File: src/rtl/mirq_pkg.sv
package mirq_pkg;
  localparam int unsigned SYNC_STAGES_DEF = 2;
  localparam int unsigned REARM_CLKS_DEF  = 4;

  typedef struct packed {
    logic svc;   // service in progress (mask)
    logic hold;  // request waiting for a boundary
    logic pend;  // request latched while masked
  } mirq_state_t;
endpackage

File: src/rtl/mirq_sync.sv
module mirq_sync #(
  parameter int unsigned STAGES  = 2,
  parameter logic        RST_VAL = 1'b1
) (
  input  logic clk_i,
  input  logic rst_ni,
  input  logic d_i,
  output logic q_o
);
  logic [STAGES-1:0] stg_q;

  for (genvar i = 0; i < STAGES; i++) begin : g_stage
    if (i == 0) begin : g_first
      always_ff @(posedge clk_i or negedge rst_ni) begin
        if (!rst_ni) stg_q[i] <= RST_VAL;
        else         stg_q[i] <= d_i;
      end
    end else begin : g_next
      always_ff @(posedge clk_i or negedge rst_ni) begin
        if (!rst_ni) stg_q[i] <= RST_VAL;
        else         stg_q[i] <= stg_q[i-1];
      end
    end
  end

  assign q_o = stg_q[STAGES-1];
endmodule

File: src/rtl/mirq_edge_arm.sv
module mirq_edge_arm #(
  parameter int unsigned REARM_CLKS = 4
) (
  input  logic clk_i,
  input  logic rst_ni,
  input  logic pin_i,   // synchronized, active low
  output logic edge_o
);
  localparam int unsigned CNT_W = $clog2(REARM_CLKS + 1);
  localparam logic [CNT_W-1:0] CNT_MAX = CNT_W'(REARM_CLKS);

  logic [CNT_W-1:0] hi_cnt_q;
  logic             prev_q;

  // counts consecutive high clocks, saturating; armed when full
  always_ff @(posedge clk_i or negedge rst_ni) begin
    if (!rst_ni) begin
      hi_cnt_q <= CNT_MAX;
      prev_q   <= 1'b1;
    end else begin
      prev_q <= pin_i;
      if (!pin_i)                hi_cnt_q <= '0;
      else if (hi_cnt_q != CNT_MAX) hi_cnt_q <= hi_cnt_q + 1'b1;
    end
  end

  assign edge_o = prev_q && !pin_i && (hi_cnt_q == CNT_MAX);
endmodule

File: src/rtl/mirq_svc_ctrl.sv
module mirq_svc_ctrl
  import mirq_pkg::*;
(
  input  logic clk_i,
  input  logic rst_ni,
  input  logic edge_i,
  input  logic boundary_i,
  input  logic locked_i,
  input  logic resume_i,
  input  logic nmi_req_i,
  output logic take_o,
  output logic masked_o,
  output logic nmi_blocked_o
);
  mirq_state_t st_q, st_d;
  logic        take_q, take_d;

  always_comb begin
    st_d   = st_q;
    take_d = boundary_i && !locked_i && !st_q.svc && st_q.hold;
    if (take_d) begin
      st_d.svc  = 1'b1;
      st_d.hold = 1'b0;
      st_d.pend = edge_i;          // coincident edge waits behind this service
    end else if (st_q.svc) begin
      if (resume_i) begin
        st_d.svc  = 1'b0;
        st_d.hold = st_q.pend || edge_i;
        st_d.pend = 1'b0;
      end else if (edge_i) begin
        st_d.pend = 1'b1;          // single slot: repeats collapse
      end
    end else if (edge_i) begin
      st_d.hold = 1'b1;
    end
  end

  always_ff @(posedge clk_i or negedge rst_ni) begin
    if (!rst_ni) begin
      st_q   <= '0;
      take_q <= 1'b0;
    end else begin
      st_q   <= st_d;
      take_q <= take_d;
    end
  end

  assign take_o        = take_q;
  assign masked_o      = st_q.svc;
  assign nmi_blocked_o = nmi_req_i && (st_q.svc || st_q.hold);
endmodule

File: src/rtl/mirq_recognizer.sv
module mirq_recognizer
  import mirq_pkg::*;
#(
  parameter int unsigned SYNC_STAGES = SYNC_STAGES_DEF,
  parameter int unsigned REARM_CLKS  = REARM_CLKS_DEF
) (
  input  logic clk_i,
  input  logic rst_ni,
  input  logic mreq_ni,
  input  logic boundary_i,
  input  logic locked_i,
  input  logic resume_i,
  input  logic nmi_req_i,
  output logic take_o,
  output logic masked_o,
  output logic nmi_blocked_o
);
  logic pin_s;
  logic edge_s;

  mirq_sync #(.STAGES(SYNC_STAGES), .RST_VAL(1'b1)) u_sync (
    .clk_i (clk_i),
    .rst_ni(rst_ni),
    .d_i   (mreq_ni),
    .q_o   (pin_s)
  );

  mirq_edge_arm #(.REARM_CLKS(REARM_CLKS)) u_edge (
    .clk_i (clk_i),
    .rst_ni(rst_ni),
    .pin_i (pin_s),
    .edge_o(edge_s)
  );

  mirq_svc_ctrl u_ctrl (
    .clk_i        (clk_i),
    .rst_ni       (rst_ni),
    .edge_i       (edge_s),
    .boundary_i   (boundary_i),
    .locked_i     (locked_i),
    .resume_i     (resume_i),
    .nmi_req_i    (nmi_req_i),
    .take_o       (take_o),
    .masked_o     (masked_o),
    .nmi_blocked_o(nmi_blocked_o)
  );
endmodule

File: config.mk
export PLATFORM = sky130hd
export DESIGN_NAME = mirq_recognizer
export DESIGN_NICKNAME = d
export VERILOG_FILES = /design/src/rtl/mirq_pkg.sv /design/src/rtl/mirq_sync.sv /design/src/rtl/mirq_edge_arm.sv /design/src/rtl/mirq_svc_ctrl.sv /design/src/rtl/mirq_recognizer.sv
export SDC_FILE = /design/constraint.sdc
export NUM_CORES = 1
export LEC_CHECK = 0
export ABC_AREA = 1
export BUFFER_PORTS_ARGS = -buffer_cell sky130_fd_sc_hd__buf_2
export CAP_MARGIN = 40
export CORE_AREA = 8 8 45 47
export CTS_BUF_LIST = sky130_fd_sc_hd__clkbuf_16
export DETAILED_ROUTE_END_ITERATION = 6
export DIE_AREA = 0 0 53 55
export PLACE_DENSITY_LB_ADDON = 0.1
export SETUP_SLACK_MARGIN = 0.02
export SLEW_MARGIN = 20
export SYNTH_ARGS = -nofsm -noshare
export SYNTH_HDL_FRONTEND = slang
export SYNTH_SLANG_ARGS = --single-unit
File: constraint.sdc
create_clock -name clk_i -period 1.55 [get_ports clk_i]
set_input_delay 0.155 -clock clk_i [delete_from_list [all_inputs] [get_ports clk_i]]
set_output_delay 0.155 -clock clk_i [all_outputs]
set_load 0.1 [all_outputs]
==> results.md, run 1 <==
- The clock reaches the later pin of the worst-skew pair after 0.24 ns.
- The fraction of the cycle the final worst path needs is 0.872.
- IR analysis of the VDD net gives a maximum drop of 1050 µV.
- The number of register bits inferred by synthesis is 10.
- The floorplan row count is 14.
- The tree is rooted in a sky130_fd_sc_hd__clkbuf_16.
- Dividing the detail-routed wire length by the instance count gives 10.2 µm.
- The max-slew violation count is 0.
- The instance area at placement is 554 µm².
- The area added between synthesis and finish is 32.1%.
- The startpoint kind of the worst setup timing path is a register.
- 0 antenna diodes ended up in the layout.
- The setup fix buffers added after clock tree synthesis is 0.
- The cell count after synthesis is 50.
- In the global route stage, overall resource usage came out at 0.0689.
- The completed layout was analyzed and its total power is 1.23 mW.
- The number of unique standard cell types used by synthesis is 18.
- At the end of routability-driven placement, the weighted congestion stood at 0.670.
- The quantity of gates resized following cts is 0.
- The maximum number of pins on one net before global-route repair is 11.
- The final critical-path setup slack is 0.198 ns.
- For this run, design rule violations remaining after detail routing come to 0.
- The total of max-cap violations is 0.
- Measured along the y axis, the die boundary spans 55 µm.
- Summing every instance area after synthesis gives 487 µm².
- The count of nets left with antenna violations once routing finished came out at 0.
- The relative slew slack is 0.679.
- The portion of total power attributed to combinational logic is 0.323.
- After the last flow step, the layout net total stands at 74.
- The timing-limited maximum frequency is 0.740 GHz.
- The power share of the clock group is 0.368.
- The number of global-route vias before repair is 313.
- The fraction of the yosys area taken by sequential cells is 0.524.
- The worst reg-to-reg path cell count is 8.
- The number of buffers added by the clock tree synthesis step is 3.
- Clock skew on the completed layout was measured at 0.00556 ns.
- The flow ran to the end, and the final reports show no timing, DRC or antenna violations.
- The number of sinks driven by the clock tree is 10.
- The initial core utilization is 0.352.
- The maximum fanout encountered on the critical timing path is 6.
- The placeable core region is 1380 µm².
- Buffers inserted to repair hold after CTS numbered 1.
- Of the post-synthesis cell area, the dominant cell type holds 0.308.
- The average footprint of a synthesized cell is 9.73 µm².
- The number of hold violations in the final report is 0.
- The number of detailed-route iterations in the first pass is 2.
- The first global-routing pass estimated 1.34 mm of wire.
- Data arrives at the worst endpoint at 1.20 ns.
- Counting along the longest clock path gives a buffer depth of 2.
- The share of total power dissipated in sequential elements is 0.310.
- The worst path in the final design needs a cycle of 1.35 ns, including I/O delays and setup.
- The instance count along the most critical hold path is 1.
- For this design the top-level I/O count stands at 10.
- From left edge to right edge, the die measures 53 µm.
- For this design the ratio of total power to cell area is 1920 nW/µm².
- The transition time at the pin with the least slew margin is 0.485 ns.
- The final layout contains routed wiring with a total length of 814 µm.
- The finished cells cover 643 µm².
- The analysis attributes to cell leakage a power of 0.332 nW.
- The die footprint is 2920 µm².
- The total global routing overflow is 0.
- Clock-pin slew was measured on the worst setup and hold paths at 0.04 ns.
- The number of antenna violations at the first check in global routing is 0.
- The internal power is 787 µW.
- Setup total negative slack on the finished layout was measured at 0 ns.
- Buffers placed on the I/O ports in this run total 9.
- The worst setup path is captured at an output pin.
- At the placement stage, the worst setup path has a slack of 0.386 ns.
- Setup repair after global routing left no endpoint under its margin.
- The number of warnings printed during yosys synthesis is 0.
- By area the synthesized netlist is led by sky130_fd_sc_hd__dfrtp_1 31%, sky130_fd_sc_hd__dfstp_2 22%, sky130_fd_sc_hd__nand2_1 6.2%.
- The net count after synthesis is 59.
- The maximum level of the CTS H-tree is 1.
- The switching power summed over all nets is 445 µW.
- Across all hold checks on the routed design, the worst slack comes to 0.0205 ns.
- In the routed layout, each cell is associated on average with a via count of 4.38.
- Of the total power, the share spent switching nets is 0.361.
- The cell taking the most area after synthesis is sky130_fd_sc_hd__dfrtp_1.
- The class of the tightest hold or removal check is in -> reg.
- In the final layout, the share of cells above drive strength 1 is 0.438.
- TritonCTS built the clock tree.
- After the first detailed-routing iteration, the DRC count stood at 3.
- The routed layout has 350 vias.
- The critical path required time is 1.39 ns.
- The HPWL after detailed placement is 649 µm.
- The critical setup path kind is reg -> out.
- The final setup violation count is 0.
[Yosys cell counts (all sizes together)]
library cell,number
inv,8
xnor2,1
nand3,4
nand2,11
ha,2
o21ai,5
o21bai,1
o21a,1
nor2,6
a21oi,1
dfrtp,6
dfstp,4
[layer usage]
layer | up-vias | share of wire | global-route usage | wire [µm]
li1 | 182 | - | - | -
met1 | 156 | 0.43 | 0.0654 | 348
met2 | 10 | 0.42 | 0.0977 | 343
met3 | 2 | 0.12 | 0.0561 | 97
met4 | 0 | 0.031 | 0.0517 | 25
met5 | - | 0 | 0 | 0
[area by class of cell]
cell class,instances,area [µm²]
fill,142,741
sequential,10,256
multi-input combinational,32,203
clock buffer,3,75.1
timing repair buffer,10,55.1
inverter,8,30.0
tap,16,20.0
clock inverter,1,3.75
[logic make-up after synthesis]
kind of cell / share of synthesized area
simple gates: 0.244
flops: 0.524
xor+xnor: 0.0180
compound gates: 0.100
buf+inv: 0.0617
fa+ha+maj: 0.0514
[worst max-delay path, cell delays in order, from the launching register on]
cell	delay (ns)
sky130_fd_sc_hd__dfrtp_2	0.41
sky130_fd_sc_hd__o21a_2	0.14
sky130_fd_sc_hd__buf_2	0.41
[power groups by stage]
stage	clock (mW)	sequential, mW	combinational (mW)
final	0.453	0.381	0.398
after global routing	0.479	0.390	0.441
after CTS	0.464	0.383	0.405
after detailed placement	0	0.385	0.403
after global placement	0	0.385	0.402
after floorplan	0	0.456	0.262
[final timing paths]
check	slack, ns	end	from
hold reg to reg	0.35	u_sync.q_o$_DFF_PN1_	u_sync.stg_q[0]$_DFF_PN1_
max in group asynchronous	0.98	u_sync.q_o$_DFF_PN1_	rst_ni
setup reg to reg	0.39	u_ctrl.st_q[1]$_DFFE_PN0P_	u_edge.hi_cnt_q[0]$_DFFE_PN0P_
hold / removal	0.02	u_sync.stg_q[0]$_DFF_PN1_	mreq_ni
min in group asynchronous	0.31	u_ctrl.st_q[0]$_DFFE_PN0P_	rst_ni
setup / recovery	0.20	nmi_blocked_o	u_ctrl.masked_o$_DFF_PN0_
[registers in the layout (all words and copies together) (netlist names)]
name             cells
u_ctrl.masked_o      1
u_ctrl.st_q          2
u_ctrl.take_o        1
u_edge.hi_cnt_q      3
u_edge.prev_q        1
u_sync.q_o           1
u_sync.stg_q         1
[placed cells by master (no fill, tap or decap)]
cell	instances
sky130_fd_sc_hd__dfrtp_2	1
sky130_fd_sc_hd__buf_2	9
sky130_fd_sc_hd__xnor2_1	1
sky130_fd_sc_hd__nor2_1	3
sky130_fd_sc_hd__nand2_1	8
sky130_fd_sc_hd__clkbuf_16	3
sky130_fd_sc_hd__dlygate4sd3_1	1
sky130_fd_sc_hd__ha_1	2
sky130_fd_sc_hd__a21oi_2	1
sky130_fd_sc_hd__o21a_2	1
sky130_fd_sc_hd__nor2_4	2
sky130_fd_sc_hd__o21ai_0	1
sky130_fd_sc_hd__o21ai_1	4
sky130_fd_sc_hd__dfstp_2	4
sky130_fd_sc_hd__inv_1	6
sky130_fd_sc_hd__o21bai_1	1
sky130_fd_sc_hd__dfrtp_1	5
sky130_fd_sc_hd__nand3_1	4
sky130_fd_sc_hd__inv_2	3
sky130_fd_sc_hd__nor2_2	1
sky130_fd_sc_hd__nand2_2	1
sky130_fd_sc_hd__nand2_4	2
[stage by stage]
step                instances   util
global route               80  0.465
detailed placement         75  0.401
finish                     80  0.465
global placement           75  0.401
CTS                        80  0.465
floorplan                  50      -
(Power assumes the default switching activity.)
==> run 2: changes to the inputs <==
==> constraint.sdc (replaced) <==
create_clock -name clk_i -period 1.7 [get_ports clk_i]
set_input_delay 0.17 -clock clk_i [delete_from_list [all_inputs] [get_ports clk_i]]
set_output_delay 0.17 -clock clk_i [all_outputs]
set_load 0.1 [all_outputs]
==> run 2 against run 1 <==
Against the previous run: global-route usage is 0.22 points higher; register-to-register slack better by 0.14 ns; sequential power is 8.9% lower; non-clock buffer count stayed put; design area stayed put; utilization stayed put; sequential cell count stayed put.
==> results.md, run 2 (synthesis gave the netlist of run 1 again) <==
- The proportion of power drawn by flip-flops and latches is 0.310.
- The switching power summed over all nets is 401 µW.
- The number of global-route vias before repair was 378.
- The count of antenna diodes in the layout is 0.
- Of the total power, combinational logic draws 0.326.
- The per-cell routed wire length is 10.0 µm.
- The number of inserted filler cells in the final layout is 143.
- The first detailed-routing pass ran for 2 iterations.
- The largest registers in the layout are u_edge.hi_cnt_q: 3 flops, u_ctrl.st_q: 2 flops.
- The peak supply drop is 727 µV.
- The capture point of the worst reg-to-reg path is u_ctrl.st_q[1]$_DFFE_PN0P_.
- The origin of the critical flop-to-flop path is u_edge.hi_cnt_q[0]$_DFFE_PN0P_.
- The relative slew slack is 0.679.
- At the end of the flow, the number of nets in the layout was 74.
- The routed design has 803 µm of wire.
- The number of buffer and inverter instances along the worst setup path is 1.
- The routability congestion estimate from global placement is 0.631.
- The critical path required time is 1.53 ns.
- Broken down by cell family, the worst path's largest delay share belongs to buffers and inverters.
- The worst setup path is of the reg -> out kind.
- The floorplan row count is 14.
- The post-route antenna net violation count is 0.
- In this run the most critical hold path is launched from mreq_ni.
- For this design, the slowest cell found on the critical path is sky130_fd_sc_hd__buf_2.
- The maximum level of the CTS H-tree is 1.
- The TritonCTS clock tree is yes.
- Tracing the worst setup path back leads to its startpoint at u_ctrl.masked_o$_DFF_PN0_.
- The power per unit of standard cell area is 1740 nW/µm².
- In the finished design, the share of the clock period the worst path needs comes to 0.799.
- The number of hold violations in the final report is 0.
- Data arrives at the worst endpoint at 1.19 ns.
- In this run the worst hold path is classified as in -> reg.
- The initial core utilization is 0.352.
- The proportion of total power due to net switching is 0.358.
- The first global-routing pass estimated 1.44 mm of wire.
- The number of buffers added by the clock tree synthesis step is 3.
- Following the worst setup path forward leads to its endpoint at nmi_blocked_o.
- The setup total negative slack is 0 ns.
- In the global route stage, overall resource usage came out at 0.0711.
- Entering global routing, the biggest net connects 11 pins.
- Setup repair after global routing left no endpoint under its margin.
- The run finished with clean final reports.
- The capturing element type of the critical path is an output pin.
- The internal power is 718 µW.
- Subtracting the final worst setup slack from the clock period gives 1.36 ns.
- The die is 53 µm wide.
- The floorplan step set the die height to 55 µm.
- The max-slew violation count was 0.
- The clock transition at the register clock pins on the worst setup and hold paths after CTS is 0.04 ns.
- In the layout the commonest cells are 9 x sky130_fd_sc_hd__buf_2, 8 x sky130_fd_sc_hd__nand2_1, 6 x sky130_fd_sc_hd__inv_1.
- The signal on the critical path passes through o21a_2, buf_2.
- Relative to the synthesized area, the layout overhead comes to 32.1%.
- Of the total power, the clock network draws 0.363.
- The clock drives 10 sinks.
- The initial detailed-routing violation count is 1.
- For this design the top-level I/O count stands at 10.
- The clock insertion delay at the later pin of the skew report is 0.23 ns.
- The worst-case register-to-register setup slack is 0.53 ns.
- Summed over all nets, the half-perimeter wirelength after detailed placement is 671 µm.
- The number of antenna violations at the first check in global routing is 0.
- Derived from the worst setup path, the maximum achievable clock frequency is 0.736 GHz.
- The final setup violation count is 0.
- The clock root buffer master is sky130_fd_sc_hd__clkbuf_16.
- The number of buffers on the longest clock path is 2.
- The total of max-cap violations is 0.
- The final design utilization is 0.465.
- In the routed design, unresolved DRC markers number 0.
- The worst setup skew after layout is 0.00393 ns.
- The proportion of layout cells with a drive suffix above 1 is 0.438.
- The worst setup path is launched from a register.
- Counting flops per register, the top entry is u_edge.hi_cnt_q.
- The critical path runs through a total of 2 cells.
- The quantity of gates resized following cts is 0.
- The count of buffers added on input and output ports is 9.
- The via count is 359.
- The total global routing overflow is 0.
- After detailed routing, the number of vias per cell comes to 4.49.
- The worst reg-to-reg path cell count is 8.
- In this run the static leakage power is 0.332 nW.
- The core region is 1380 µm².
- The transition time at the pin with the least slew margin is 0.485 ns.
- The die footprint is 2920 µm².
- The register with the most flip-flops in the layout has 3 of them.
- The maximum fanout encountered on the critical timing path is 6.
- In this design, the stage delay of the slowest critical-path cell is 0.41 ns.
- Leaving out fill and tap cells, the most frequent cell in the layout is sky130_fd_sc_hd__buf_2.
[run 2: repair_timing]
item	4_1_cts	5_1_grt
hold endpoints to repair	6	0
setup buffers	0	0
endpoints found under the setup margin	0	0
hold buffers	1	0
[run 2: area by class of cell]
cell class / count / area, µm² / share of cell area
multi-input cells: 32 / 203 / 0.315
inverters: 8 / 30.0 / 0.0467
well taps: 16 / 20.0 / 0.0311
clock inverters: 1 / 3.75 / 0.00584
clock buffers: 3 / 75.1 / 0.117
flip-flops and latches: 10 / 256 / 0.399
repair buffers: 10 / 55.1 / 0.0856
[run 2: per-layer routing]
metal | GRT usage | vias to the layer above | share of wire
met3 | 0.0374 | 2 | 0.11
met2 | 0.115 | 10 | 0.45
met1 | 0.0639 | 164 | 0.41
li1 | - | 183 | -
met4 | 0.0647 | 0 | 0.026
met5 | 0 | - | 0
[run 2: how the worst min path moves through the flow]
stage / end / depth (start not counted)
2_1_floorplan: u_ctrl.masked_o$_DFF_PN0_ / 0
3_3_place_gp: u_ctrl.take_o$_DFF_PN0_ / 1
3_5_place_dp: u_ctrl.take_o$_DFF_PN0_ / 1
4_1_cts: u_sync.stg_q[0]$_DFF_PN1_ / 1
5_1_grt: u_sync.stg_q[0]$_DFF_PN1_ / 1
6_report: u_sync.stg_q[0]$_DFF_PN1_ / 1
[run 2: worst register-to-register path: cells and delay by family (launching register included)]
| family | cells | cell delay [ns] |
|---|---|---|
| AO/OA/AOI/OAI | 1 | 0.12 |
| adder cells (fa/ha/maj) | 1 | 0.16 |
| buffers and inverters | 2 | 0.18 |
| flip-flops | 1 | 0.37 |
| AND/OR/NAND/NOR | 4 | 0.28 |
[run 2: stage by stage]
stage	total power, mW	area [µm²]	hold slack [ns]	cells	setup slack, ns
after floorplan	0.654	489	-0.126	50	0.261
after global placement	0.721	554	0.0438	75	0.543
after detailed placement	0.721	554	0.0422	75	0.542
after CTS	1.14	643	0.0330	80	0.325
after global routing	1.20	643	0.0328	80	0.286
final	1.12	643	0.0370	80	0.342
[run 2: power by group through the flow]
stage / clock, mW / sequential (mW) / combinational [mW]
after floorplan: 0 / 0.415 / 0.239
after global placement: 0 / 0.354 / 0.367
after detailed placement: 0 / 0.352 / 0.369
after CTS: 0.418 / 0.349 / 0.372
after global routing: 0.432 / 0.356 / 0.411
final: 0.407 / 0.347 / 0.365
